`src/rtl/pcg_pkg.sv`:
```
package pcg_pkg;

    localparam int N_DOM   = 2;
    localparam int DOM_INT = 0;
    localparam int DOM_EXT = 1;

    typedef enum logic [1:0] {
        MK_IDLE       = 2'b00,
        MK_STOP_GRANT = 2'b01,
        MK_STOP_END   = 2'b10,
        MK_RSVD       = 2'b11
    } msg_kind_e;

    typedef struct packed {
        logic open_req;
        logic close_req;
    } win_cmd_t;

    typedef struct packed {
        logic win;
        logic gate;
    } dom_stat_t;

endpackage

```
`src/rtl/pcg_sync.sv`:
```
module pcg_sync #(
    parameter int   STAGES  = 2,
    parameter logic RST_VAL = 1'b1
) (
    input  logic clk,
    input  logic rst,
    input  logic d_i,
    output logic q_o
);
    logic [STAGES-1:0] chain_q;

    always_ff @(posedge clk) begin
        if (rst) chain_q <= {STAGES{RST_VAL}};
        else     chain_q <= {chain_q[STAGES-2:0], d_i};
    end

    assign q_o = chain_q[STAGES-1];
endmodule

```
`src/rtl/pcg_msg_decode.sv`:
```
module pcg_msg_decode
    import pcg_pkg::*;
#(
    parameter int ACT_W  = 3,
    localparam int MASK_W = 1 << ACT_W
) (
    input  logic                             valid_i,
    input  logic [1:0]                       kind_i,
    input  logic [ACT_W-1:0]                 action_i,
    input  logic [N_DOM-1:0][MASK_W-1:0]     masks_i,
    output win_cmd_t [N_DOM-1:0]             cmd_o
);
    msg_kind_e kind;
    assign kind = msg_kind_e'(kind_i);

    for (genvar d = 0; d < N_DOM; d++) begin : g_dom
        always_comb begin
            cmd_o[d].open_req  = valid_i && (kind == MK_STOP_GRANT) && masks_i[d][action_i];
            cmd_o[d].close_req = valid_i && (kind == MK_STOP_END);
        end
    end
endmodule

```
`src/rtl/pcg_window.sv`:
```
module pcg_window
    import pcg_pkg::*;
(
    input  logic      clk,
    input  logic      rst,
    input  win_cmd_t  cmd_i,
    input  logic      stop_i,
    output dom_stat_t stat_o
);
    logic win_q, win_d;
    logic armed_q, armed_d;

    always_comb begin
        win_d = win_q;
        if (cmd_i.close_req)     win_d = 1'b0;
        else if (cmd_i.open_req) win_d = 1'b1;
        armed_d = win_d && (armed_q || !stop_i);
    end

    always_ff @(posedge clk) begin
        if (rst) begin
            win_q   <= 1'b0;
            armed_q <= 1'b0;
        end else begin
            win_q   <= win_d;
            armed_q <= armed_d;
        end
    end

    assign stat_o.win  = win_q;
    assign stat_o.gate = armed_q && stop_i;

    // R1 (and R2 for the external instance)
    assert_open_R1: assert property (@(posedge clk) disable iff (rst)
        (cmd_i.open_req && !cmd_i.close_req) |=> stat_o.win);
    assert_close_R3: assert property (@(posedge clk) disable iff (rst)
        cmd_i.close_req |=> (!stat_o.win && !stat_o.gate));
    assert_gate_win_R4: assert property (@(posedge clk) disable iff (rst)
        stat_o.gate |-> (stat_o.win && stop_i));
    assert_no_early_gate_R6: assert property (@(posedge clk) disable iff (rst)
        ($rose(stat_o.win) && $past(stop_i)) |-> !stat_o.gate);
    assert_reset_R8: assert property (@(posedge clk) disable iff (rst)
        $past(rst) |-> (!stat_o.win && !stat_o.gate));
endmodule

```
`src/rtl/pwr_clkgate_ctrl.sv`:
```
module pwr_clkgate_ctrl
    import pcg_pkg::*;
#(
    parameter int ACT_W       = 3,
    parameter int SYNC_STAGES = 2,
    localparam int MASK_W     = 1 << ACT_W
) (
    input  logic              clk,
    input  logic              rst,
    input  logic              msg_valid_i,
    input  logic [1:0]        msg_kind_i,
    input  logic [ACT_W-1:0]  msg_action_i,
    input  logic [MASK_W-1:0] int_mask_i,
    input  logic [MASK_W-1:0] ext_mask_i,
    input  logic              link_stop_n_i,
    output logic              int_win_o,
    output logic              ext_win_o,
    output logic              int_gate_o,
    output logic              ext_gate_o,
    output logic              bridge_clk_run_o
);
    logic                         stop_n_s;
    logic                         stop_s;
    logic [N_DOM-1:0][MASK_W-1:0] masks;
    win_cmd_t [N_DOM-1:0]         cmds;
    dom_stat_t [N_DOM-1:0]        stats;

    pcg_sync #(.STAGES(SYNC_STAGES), .RST_VAL(1'b1)) u_sync (
        .clk (clk),
        .rst (rst),
        .d_i (link_stop_n_i),
        .q_o (stop_n_s)
    );
    assign stop_s = !stop_n_s;

    assign masks[DOM_INT] = int_mask_i;
    assign masks[DOM_EXT] = ext_mask_i;

    pcg_msg_decode #(.ACT_W(ACT_W)) u_dec (
        .valid_i  (msg_valid_i),
        .kind_i   (msg_kind_i),
        .action_i (msg_action_i),
        .masks_i  (masks),
        .cmd_o    (cmds)
    );

    for (genvar d = 0; d < N_DOM; d++) begin : g_win
        pcg_window u_win (
            .clk    (clk),
            .rst    (rst),
            .cmd_i  (cmds[d]),
            .stop_i (stop_s),
            .stat_o (stats[d])
        );
    end

    assign int_win_o        = stats[DOM_INT].win;
    assign ext_win_o        = stats[DOM_EXT].win;
    assign int_gate_o       = stats[DOM_INT].gate;
    assign ext_gate_o       = stats[DOM_EXT].gate;
    assign bridge_clk_run_o = !stats[DOM_EXT].gate;

    assert_release_R5: assert property (@(posedge clk) disable iff (rst)
        !stop_s |-> (!int_gate_o && !ext_gate_o));
    assert_clk_run_R9: assert property (@(posedge clk) disable iff (rst)
        (int_gate_o && !ext_win_o) |-> bridge_clk_run_o);
endmodule

```
`config.mk`:
```
export PLATFORM = sky130hd
export DESIGN_NAME = pwr_clkgate_ctrl
export DESIGN_NICKNAME = d
export VERILOG_FILES = /design/src/rtl/pcg_pkg.sv /design/src/rtl/pcg_sync.sv /design/src/rtl/pcg_msg_decode.sv /design/src/rtl/pcg_window.sv /design/src/rtl/pwr_clkgate_ctrl.sv
export SDC_FILE = /design/constraint.sdc
export NUM_CORES = 1
export LEC_CHECK = 0
export ABC_AREA = 1
export BUFFER_PORTS_ARGS = -buffer_cell sky130_fd_sc_hd__buf_4
export CAP_MARGIN = 20
export CORE_MARGIN = 3
export CORE_UTILIZATION = 35
export DETAILED_ROUTE_END_ITERATION = 10
export PLACE_DENSITY = 0.79
export SLEW_MARGIN = 20
export SYNTH_ARGS = -nofsm -noshare
export SYNTH_HDL_FRONTEND = slang
export SYNTH_SLANG_ARGS = --single-unit
```
`constraint.sdc`:
```
create_clock -name clk -period 1.3 [get_ports clk]
set_clock_uncertainty 0.1 [all_clocks]
set_input_delay 0.26 -clock clk [delete_from_list [all_inputs] [get_ports clk]]
set_output_delay 0.26 -clock clk [all_outputs]
set_load 0.03 [all_outputs]
```
Word-level counts from Yosys, hierarchy flattened

Index checks and enable logic that the tools add are counted.

Latch bits: 0
Flip-flop bits (word level): 6
Word-level logic and storage cells: 28
Memories kept: 0
Output and inout port bits: 5
Input port bits: 25
Bits in writable memories: 0
ROM bits: 0

Add/subtract/negate cells: 0
Eq/ne operators: 2
Reductions and logical operators: 12
Muxes and demuxes: 8
Bitwise gates (word level): 0
Div/mod/pow operators: 0
Multiply operators: 0
Shift-type cells: 0
Magnitude comparators: 1

Operator list:

| operator                                                              | number |
|---|---|
| 1-bit logical AND                                                     | 8 |
| 1-bit binary-select mux with 3-bit select                             | 2 |
| 1-bit two-way mux                                                     | 6 |
| 3-bit by 4-bit < comparator with 1-bit output (second input constant) | 1 |
| 2-bit by 1-bit == test with 1-bit output (second input constant)      | 1 |
| 2-bit == test (second input constant)                                 | 1 |
| 1-bit logical NOT                                                     | 2 |
| 1-bit logical OR                                                      | 2 |

Depth between registers and ports, before layout

Depth after elaboration: 6
Gate-level depth with buffers: 10

Hierarchy

From an unflattened synthesis, not the netlist that was laid out.

Cell total of the unflattened synthesis: 95
Area total of the unflattened synthesis: 500.5 um^2

Modules (own cells, without submodules):

| module           | instances | cells an instance | sequential area each (um^2) | area each (um^2) |
|---|---|---|---|---|
| pcg_msg_decode   | 1         | 58                | 0.0                         | 256.5 |
| pcg_window       | 2         | 14                | 40.0                        | 88.8 |
| pcg_sync         | 1         | 7                 | 40.0                        | 58.8 |
| pwr_clkgate_ctrl | 1         | 2                 | 0.0                         | 7.5 |

Least setup slack after synthesis

No wires, ideal clock.

Path type: reg-to-output
From: register g_win[1].u_win.armed_q
To: output bridge_clk_run_o
Path slack: -123 ps
Cell stages (with the launch flop): 4
Arrival: 1,063 ps
Cells stage by stage: dfxtp_1 -> inv_1 -> nor2_1 -> inv_1

Word-level cells in the longest chain between the ends: 2

Ends and longest elaborated chain:

| what                   | line                   | RTL |
|---|---|---|
| start, declared        | pcg_window.sv:11       | `logic armed_q, armed_d;` |
| start signal, assigned | pcg_window.sv:26       | `armed_q <= armed_d;` |
| 1-bit logical AND      | pcg_window.sv:31       | `assign stat_o.gate = armed_q && stop_i;` |
| net ext_gate_o         | pwr_clkgate_ctrl.sv:19 | `output logic ext_gate_o,` |
| 1-bit logical NOT      | pwr_clkgate_ctrl.sv:61 | `assign bridge_clk_run_o = !stats[DOM_EXT].gate;` |
| end, declared          | pwr_clkgate_ctrl.sv:20 | `output logic bridge_clk_run_o` |

The timed path passes the listed nets, and every way through them passes these cells.

Worst setup path in the final report

From: register g_win[1].u_win.armed_q
To: output bridge_clk_run_o

Word-level cells in the longest chain between the ends: 2

Ends and longest elaborated chain:

| what              | line |
|---|---|
| 1-bit logical AND | pcg_window.sv:31 |
| 1-bit logical NOT | pwr_clkgate_ctrl.sv:61 |

Every way passes these cells.

==> flow_summary_export.csv <==
group,metric,value,unit
pwr,ir_worst_vdd,0.5118,mV
pwr,combPwrFrac,30.0,%
die,die-area,1861,um2
finish,area.growth.synth_to_final,55.44,%
pwr,power.share.clock,31.8,%
sta,tns,0,ps
global_route,grt_max_degree,10,
clock_tree,ctsResizeCount,0,
clock_tree,cts-htree-levels,1,
die,initial_utilization,40.21,%
sta,hold_violations,0,
flow_run,cap_violations,0,
pwr,leakagePower,0.0004381,uW
place,routabilityCongestion,0.7681,
die,die_w,43.15,um
route,drtIter0Drc,6,
route,drt-wirelength-per-cell,8.720,um
clock_tree,clk_latency,240,ps
worst_hold_path,hp-start,"link_stop_n_i",
critical_path,r2r-start,"g_win[0].u_win.win_q",
sta,worst_pin_slew,143.6,ps
route,routed_wl,1090,um
clock_tree,post_cts_buffers,0,
die,ioPinCount,30,
route,via_per_inst,4.352,
global_route,grt_pass1_vias,491,
place,place_area,716.9,um2
synthesis,syn_area,483.0,um2
clock_tree,cts_buffers,3,
global_route,grt_pass1_wl,1787,um
sta,setup_ws,50.82,ps
sta,maxSlewHeadroom,90.39,%
synthesis,yosysSeqAreaShare,24.87,%
critical_path,cp_max_fo,2,
pwr,p_per_area,688.6,nW/um2
clock_tree,cts.sinks,6,
critical_path,cp_data_arrival_time,890,ps
die,rows,12,
synthesis,ys_ff_latch,6,
sta,fin_crit_sh,96.09,%
finish,drive_gt1_share,51.35,%
pwr,seq_power_share,38.3,%
sta,setup_violations,0,
outcome,status,"completed",
finish,fin_nets,138,
global_route,antenna_found_initial,0,
synthesis,synth_cell_type_count,17,
synthesis,synth.avg_cell_area,6.113,um2
finish,postLayoutCellArea,750.7,um2
pwr,p_switching,137.9,uW
pwr,p_int,379.0,uW
critical_path,startpoint,"g_win[1].u_win.armed_q",
synthesis,synth_cells,79,
route,drcViolationCount,0,
global_route,grt.total_usage,12.54,%
synthesis,yosys_warnings,0,
route,drtPass1Iterations,5,
sta,grt_setup_unrepaired,"no",
clock_tree,root_buffer,"clkbuf_4",
sta,fmax,0.8005,GHz
die,coreArea,1201,um2
clock_tree,clockBufferDepth,2,
place,post-place-ws,156.4,ps
clock_tree,cts_hold_buf,0,
sta,drv_slew,0,
finish,layout_commonest_cell,"buf_4",
route,antenna_left,0,
finish,mostFrequentLayoutCells,"buf_4, nand2_1, inv_1, nand3_1, inv_2",
critical_path,critPathRequiredTime,940,ps
place,port_buffers,29,
sta,period_minus_slack,1249,ps
critical_path,critPathLaunchType,"flop",
global_route,grt_overflow,0,
finish,num_antenna_cells,0,
route,vias,544,
critical_path,crit_type,"flop to output port",
clock_tree,cts_tree,"built",
place,place_hpwl,944,um
critical_path,worstSetupEndpointType,"output port",
synthesis,syn_nets,104,
clock_tree,clkSlewWorstSetupHoldPaths,40,ps
pwr,switching_share,26.68,%
worst_hold_path,hp-class,"input port to flop",
die,die-height,43.15,um
-- critical path, stage by stage (launching register included) --
cell and delay, ps:
dfxtp_2 330, inv_2 40, nor2_4 100, inv_1 50, buf_6 130
-- cell families after synthesis --
logic type | after synthesis | share of synthesized area [%]
buffers and inverters | 25 | 26.17
flip-flops | 6 | 24.87
AND/OR/NAND/NOR | 48 | 48.96
-- power by group through the flow --
stage / clock, uW / sequential, uW / combinational (uW)
2_1_floorplan: 0 / 207 / 73.3
3_3_place_gp: 0 / 199 / 151
3_5_place_dp: 0 / 200 / 155
4_1_cts: 174 / 196 / 155
5_1_grt: 189 / 198 / 173
6_report: 164 / 198 / 155
-- sequential cells by signal, indices dropped and copies added (netlist names) --
| name | flops |
|---|---|
| g_win.u_win.armed_q | 2 |
| u_sync.chain_q | 2 |
| g_win.u_win.win_q | 2 |
-- layout make-up --
class,instances,area (um2)
inverters,24,115.1
clock buffers,3,22.52
fillers,108,450.4
multi-input cells,48,244.0
well taps,14,17.52
flip-flops and latches,6,122.6
repair buffers,30,229.0
-- per-layer routing --
metal  global-route usage [%]  part of all wire [%]  vias up
met4                    5.422                     0        0
met2                    22.42                    53       25
met3                    4.237                   9.6        0
li1                         -                     -      293
met5                        0                     0        -
met1                    12.97                    38      226
-- stage by stage --
stage / power, uW / hold slack, ps / utilization [%] / instances
2_1_floorplan: 280.0 / 257.1 / - / 79
3_3_place_gp: 350.1 / 288.8 / 59.69 / 122
3_5_place_dp: 354.4 / 304.7 / 59.69 / 122
4_1_cts: 525.4 / 90.24 / 61.56 / 125
5_1_grt: 560.0 / 94.60 / 62.50 / 125
6_report: 516.9 / 98.77 / 62.50 / 125
-- cells in the mapped netlist --
cell,number,area share [%]
inv_16,1,4.1
clkinv_2,1,1.0
dfxtp_1,6,25
nand3_2,1,2.1
nand3_1,11,11
nor2_2,2,2.6
inv_2,7,5.4
nor2_4,1,2.3
inv_8,1,2.3
nand2_2,6,7.8
nand2_1,20,16
nand3b_1,1,1.6
inv_1,13,10
clkinv_1,1,0.78
or2_1,2,2.6
nor2_1,4,3.1
buf_6,1,2.3
-- path summary, 6_finish.rpt --
path              cells after the start                      to  slack, ps
hold / removal                        2       u_sync.chain_q[0]        100
hold reg to reg                       1       u_sync.chain_q[1]        310
setup reg to reg                      5  g_win[0].u_win.armed_q        430
setup / recovery                      4        bridge_clk_run_o         50
Note: power is estimated with default switching activity, not from simulation.
